$ cat src/rtl/wdp_pkg.sv
package wdp_pkg;

  localparam logic [7:0] KEY_POL_HIGH = 8'hA5;
  localparam logic [7:0] KEY_POL_LOW  = 8'h5A;
  localparam logic [7:0] KEY_DRV_PP   = 8'hA8;
  localparam logic [7:0] KEY_DRV_OD   = 8'h8A;

  typedef struct packed {
    logic pol_high;   // 1: asserted level is high
    logic push_pull;  // 1: pin always driven
  } wdp_mode_t;

  typedef enum logic [2:0] {
    KEY_NONE,
    KEY_SET_HIGH,
    KEY_SET_LOW,
    KEY_SET_PP,
    KEY_SET_OD
  } wdp_key_e;

  localparam wdp_mode_t MODE_RESET = '{pol_high: 1'b0, push_pull: 1'b0};

  // Classify the top byte of a register write.
  function automatic wdp_key_e decode_key(input logic [7:0] top);
    wdp_key_e k;
    case (top)
      KEY_POL_HIGH: k = KEY_SET_HIGH;
      KEY_POL_LOW:  k = KEY_SET_LOW;
      KEY_DRV_PP:   k = KEY_SET_PP;
      KEY_DRV_OD:   k = KEY_SET_OD;
      default:      k = KEY_NONE;
    endcase
    return k;
  endfunction

  // New mode after applying a decoded key to the present one.
  function automatic wdp_mode_t apply_key(input wdp_mode_t cur, input wdp_key_e k);
    wdp_mode_t nxt;
    nxt = cur;
    case (k)
      KEY_SET_HIGH: nxt.pol_high  = 1'b1;
      KEY_SET_LOW:  nxt.pol_high  = 1'b0;
      KEY_SET_PP:   nxt.push_pull = 1'b1;
      KEY_SET_OD:   nxt.push_pull = 1'b0;
      default:      nxt = cur;
    endcase
    return nxt;
  endfunction

  // Electrical level of the pin for a given assertion state.
  function automatic logic level_of(input logic pol_high, input logic asserted);
    return asserted ? pol_high : ~pol_high;
  endfunction

  // Enable: push-pull always drives, open-drain drives only when asserted.
  function automatic logic enable_of(input logic push_pull, input logic asserted);
    return push_pull | asserted;
  endfunction

endpackage

$ cat src/rtl/wdp_cfg_reg.sv
module wdp_cfg_reg
  import wdp_pkg::*;
#(
  parameter int DUR_W = 8
) (
  input  logic             clk,
  input  logic             rst_n,
  input  logic             wr,
  input  logic [31:0]      wdata,
  output logic [DUR_W-1:0] dur_q,
  output wdp_mode_t        mode_q,
  output logic [31:0]      rdata
);

  localparam int                RSV_W   = 30 - DUR_W;
  localparam logic [DUR_W-1:0]  DUR_RST = DUR_W'(8'hFF);

  wdp_key_e  key;
  wdp_mode_t mode_d;

  assign key    = decode_key(wdata[31:24]);
  assign mode_d = apply_key(mode_q, key);

  always_ff @(posedge clk or negedge rst_n) begin
    if (!rst_n) begin
      dur_q  <= DUR_RST;
      mode_q <= MODE_RESET;
    end else if (wr) begin
      dur_q  <= wdata[DUR_W-1:0];
      mode_q <= mode_d;
    end
  end

  wire unused_wdata_mid = ^wdata[23:DUR_W];

  assign rdata = {mode_q.pol_high, mode_q.push_pull, {RSV_W{1'b0}}, dur_q};

endmodule

$ cat src/rtl/wdp_pulse_timer.sv
module wdp_pulse_timer #(
  parameter int DUR_W = 8
) (
  input  logic             clk,
  input  logic             rst_n,
  input  logic             tick,
  input  logic             trigger,
  input  logic [DUR_W-1:0] dur_in,
  output logic             pulse_on,
  output logic             ev_start,
  output logic             ev_end
);

  logic [DUR_W-1:0] remain;

  assign ev_start = trigger & ~pulse_on;
  assign ev_end   = pulse_on & tick & (remain == '0);

  always_ff @(posedge clk or negedge rst_n) begin
    if (!rst_n) begin
      pulse_on <= 1'b0;
      remain   <= '0;
    end else if (ev_start) begin
      pulse_on <= 1'b1;
      remain   <= dur_in;
    end else if (ev_end) begin
      pulse_on <= 1'b0;
    end else if (pulse_on && tick) begin
      remain   <= remain - 1'b1;
    end
  end

endmodule

$ cat src/rtl/wdp_pad_drive.sv
module wdp_pad_drive
  import wdp_pkg::*;
(
  input  wdp_mode_t mode,
  input  logic      asserted,
  output logic      pad_o,
  output logic      pad_oe
);

  assign pad_o  = level_of(mode.pol_high, asserted);
  assign pad_oe = enable_of(mode.push_pull, asserted);

endmodule

$ cat src/rtl/wdog_ext_pulse.sv
module wdog_ext_pulse
  import wdp_pkg::*;
#(
  parameter int DUR_W = 8
) (
  input  logic        clk,
  input  logic        rst_n,
  input  logic        reg_wr,
  input  logic [31:0] reg_wdata,
  output logic [31:0] reg_rdata,
  input  logic        tick_1us,
  input  logic        trigger,
  output logic        pin_out,
  output logic        pin_oe
);

  logic [DUR_W-1:0] dur_q;
  wdp_mode_t        mode_q;
  logic             pulse_on;
  logic             ev_start;
  logic             ev_end;

  wdp_cfg_reg #(.DUR_W(DUR_W)) u_cfg (
    .clk    (clk),
    .rst_n  (rst_n),
    .wr     (reg_wr),
    .wdata  (reg_wdata),
    .dur_q  (dur_q),
    .mode_q (mode_q),
    .rdata  (reg_rdata)
  );

  wdp_pulse_timer #(.DUR_W(DUR_W)) u_timer (
    .clk      (clk),
    .rst_n    (rst_n),
    .tick     (tick_1us),
    .trigger  (trigger),
    .dur_in   (dur_q),
    .pulse_on (pulse_on),
    .ev_start (ev_start),
    .ev_end   (ev_end)
  );

  wdp_pad_drive u_pad (
    .mode     (mode_q),
    .asserted (pulse_on),
    .pad_o    (pin_out),
    .pad_oe   (pin_oe)
  );

endmodule

$ cat config.mk
export PLATFORM = sky130hd
export DESIGN_NAME = wdog_ext_pulse
export DESIGN_NICKNAME = d
export VERILOG_FILES = /design/src/rtl/wdp_pkg.sv /design/src/rtl/wdp_cfg_reg.sv /design/src/rtl/wdp_pulse_timer.sv /design/src/rtl/wdp_pad_drive.sv /design/src/rtl/wdog_ext_pulse.sv
export SDC_FILE = /design/constraint.sdc
export NUM_CORES = 1
export LEC_CHECK = 0
export ABC_CLOCK_PERIOD_IN_PS = 4900
export BUFFER_PORTS_ARGS = -buffer_cell sky130_fd_sc_hd__buf_2
export CORE_ASPECT_RATIO = 0.6
export CORE_UTILIZATION = 30
export CTS_CLUSTER_DIAMETER = 150
export DETAILED_ROUTE_END_ITERATION = 16
export PLACE_DENSITY = 0.69
export SYNTH_ARGS = -nofsm -noshare
export SYNTH_HDL_FRONTEND = slang
export SYNTH_SLANG_ARGS = --single-unit
$ cat constraint.sdc
create_clock -name clk -period 4.9 [get_ports clk]
set_input_delay 0.245 -clock clk [delete_from_list [all_inputs] [get_ports clk]]
set_output_delay 0.245 -clock clk [all_outputs]
set_load 0.02 [all_outputs]
==> flow_summary_export.csv <==
group,metric,value,unit
power_and_ir_drop,p_switching,207,uW
timing,fin_crit,1.77,ns
route,met3WireLength,102,um
clock_network,cts.repair.resized,0,
finish,num_antenna_cells,0,
synth,synth_top_cell_area_share,0.228,
placement,detailedPlacementHpwl,1.68,mm
global_route,grt_pass1_vias,772,
die,design.portCount,71,
route,residual_drc_count,4,
setup_path,worstPathCellList,"or4_4 -> o311ai_4 -> nor3_1 -> a211o_1",
timing,worst-slew-pin-transition,0.552,ns
die,die-area,4300,um2
die,die_height,51.2,um
synth,synth.cell_area,1210,um2
timing,fin_tns_setup,0,ns
clock_network,cts.htree.levels,1,
synth,ys_top_cells_by_area,"sky130_fd_sc_hd__dfrtp_1, sky130_fd_sc_hd__dfstp_2, sky130_fd_sc_hd__buf_4",
setup_path,reg2reg_setup_slack,3.13,ns
finish,area_delta_synth_final,14.6,%
synth,synth_cell_types,42,
synth,syn_area_per_cell,10.2,um2
synth,post_synth_inst_count,119,
setup_path,path_class,"reg2reg",
global_route,grt_start_max_net_pins,20,
placement,placed_cells_incl_taps,194,
synth,synthMostInstantiatedCell,"sky130_fd_sc_hd__buf_4",
die,die_width,84.0,um
route,detail_route.first_pass.iterations,10,
timing,final_max_slew_viol_count,0,
clock_network,tritoncts,"done",
route,initialDrtViolationCount,42,
power_and_ir_drop,pwrdens,401,nW/um2
route,drt-vias-per-instance,4.47,
power_and_ir_drop,leakage,0.615,nW
finish,numnets_final,192,
flow_run,cap_viol_max_count,0,
global_route,grt_pass1_wl,3.68,mm
finish,layout-drive-gt1-share,0.395,
clock_network,number_of_buffers_inserted_during_clock_tree_synthesis,3,
power_and_ir_drop,power.share.combinational,0.352,
synth,yosysSeqAreaShare,0.401,
outcome,run_status,"finished with violations",
clock_network,cts_max_path_buffers,2,
timing,clock-skew-final,0.00400,ns
clock_network,cts_hold_buffers,1,
synth,synth.cells.most_frequent,"sky130_fd_sc_hd__buf_4, sky130_fd_sc_hd__dfrtp_1, sky130_fd_sc_hd__dfstp_2, sky130_fd_sc_hd__mux2_2, sky130_fd_sc_hd__o21ai_0",
setup_path,worst-endpoint-arrival,1.91,ns
route,wl_met2,923,um
clock_network,cts.sink_count,19,
route,drt.antenna.violating_nets,0,
power_and_ir_drop,p_int,349,uW
route,detail_route.wl_per_cell,11.0,um
timing,hold_viol,0,
route,detail_route.wirelength.met1,1.14,mm
power_and_ir_drop,p_clk_frac,0.194,
clock_network,clk_pin_slew_worst_paths,0.07,ns
placement,dp_slack,3.14,ns
clock_network,cts_setup_buffers,0,
power_and_ir_drop,power.share.sequential,0.454,
timing,min_setup_slack_post_route,3.13,ns
synth,dominantRegCellSynth,"sky130_fd_sc_hd__dfrtp_1",
synth,async_reset_ff_frac,1.00,
synth,synth.yosys.warnings,0,
timing,report.final.setup_viol,0,
die,placement_rows,17,
die,floorplan.initialDensity,0.321,
setup_path,crit_path_top_delay_cell,"sky130_fd_sc_hd__or4_4",
power_and_ir_drop,swShare,0.372,
global_route,grt.overflow.total,0,
route,drt-total-wl,2.18,mm
synth,synth.largest_area_cell,"sky130_fd_sc_hd__dfrtp_1",
clock_network,ctsRootBufferMaster,"sky130_fd_sc_hd__clkbuf_8",
route,route.top_layer_used,"met4",
setup_path,worstSetupStartpointType,"flop",
timing,worst_slew_margin_rel,0.632,
timing,timing.final.crit_share,0.361,
setup_path,critPathTopFamily,"simple AND/OR/NAND/NOR gates",
clock_network,clk-insertion-delay-late,0.26,ns
setup_path,worst_ep_required_time,5.05,ns
placement,input_output_buffers,32,
setup_path,critical_path.n_buffers_inverters,0,
timing,fmaxAchievable,566,MHz
placement,finalWeightedCongestion,0.794,
timing,grt_setup_unrepaired,"no",
outcome,violations,"DRC",
finish,final_cell_count_no_fill,199,
setup_path,kind_of_end_point_of_the_critical_path,"flop",
synth,number_of_enable_flip_flop_cells_after_synthesis,0,
global_route,antenna_found_initial,0,
min_path,hold_path_class,"in2reg",
setup_path,worstPathMaxFanout,6,
route,dr_total_vias,890,
global_route,grtUsageTotal,0.110,
die,fp.coreArea,3760,um2
power_and_ir_drop,worst_ir_drop_vdd,226,uV
setup_path,timing.critical_path.slowest_cell_delay,0.59,ns
synth,synth-seq-cells,19,
-- sequential cells by signal, summed over array words and instances, names as in the netlist --
name and flops:
u_cfg.dur_q 8, u_cfg.mode_q 2, u_timer.pulse_on 1, u_timer.remain 8
-- power by group through the flow --
| stage | Combinational, mW | Clock, mW | Sequential (mW) |
|---|---|---|---|
| 2_1_floorplan | 0.162 | 0 | 0.249 |
| 3_3_place_gp | 0.194 | 0 | 0.252 |
| 3_5_place_dp | 0.194 | 0 | 0.253 |
| 4_1_cts | 0.198 | 0.113 | 0.251 |
| 5_1_grt | 0.223 | 0.118 | 0.260 |
| 6_report | 0.196 | 0.108 | 0.252 |
-- stage by stage --
| stage | hold slack, ns | power [mW] | utilization | cell area [um2] |
|---|---|---|---|---|
| after CTS | 0.206 | 0.562 | 0.368 | 1390 |
| after detailed placement | 0.201 | 0.448 | 0.353 | 1330 |
| after global routing | 0.214 | 0.601 | 0.368 | 1390 |
| after global placement | 0.203 | 0.445 | 0.353 | 1330 |
| after floorplan | -0.0506 | 0.412 | - | 1290 |
| final | 0.212 | 0.556 | 0.368 | 1390 |
-- path summary, 6_finish.rpt --
path                                         from           endpoint  cells after the start
worst max-delay path            u_timer.remain[3]  u_timer.remain[5]                      4
worst min-delay path                 reg_wdata[6]     u_cfg.dur_q[6]                      2
worst max register to register  u_timer.remain[3]  u_timer.remain[5]                      4
worst min register to register     u_cfg.dur_q[4]  u_timer.remain[4]                      2
max in group asynchronous                   rst_n     u_cfg.dur_q[1]                      2
min in group asynchronous                   rst_n  u_timer.remain[6]                      2
-- layout make-up --
class	instances	area [um2]
multi-input cells	92	611
well taps	47	58.8
clock buffers	3	41.3
fillers	384	2380
repair buffers	33	170
flip-flops and latches	19	485
clock inverters	1	5.00
inverters	4	15.0
-- cell usage in the layout, fill, tap and decap left out, drive strengths merged, types with 2 or more instances in the layout --
master,netlist,final
nor2b,2,2
nor2,6,6
mux2,8,8
nand2,6,6
buf,23,32
nand4b,2,2
nor3,2,2
or4,2,2
ha,2,2
dfrtp,11,11
clkbuf,2,3
dfstp,8,8
xnor2,3,3
o311ai,2,2
a31oi,2,2
o21ai,8,8
or2,2,2
inv,4,4
o211ai,2,2
conb,1,22
a21oi,3,3
-- layer usage --
layer  track usage  up-vias
li1              -      447
met1         0.161      416
met2         0.154       23
met3        0.0323        4
met4        0.0374        0
met5             0        -
-- cell families after synthesis --
kind of cell,count (synthesis),share of synthesized area
simple gates,32,0.162
xor+xnor,4,0.0290
fa+ha+maj,2,0.0207
buf+inv,29,0.159
mux,9,0.0827
other cells,1,0.00310
flops,19,0.401
compound gates,23,0.142
Note: power is estimated with default switching activity, not from simulation.
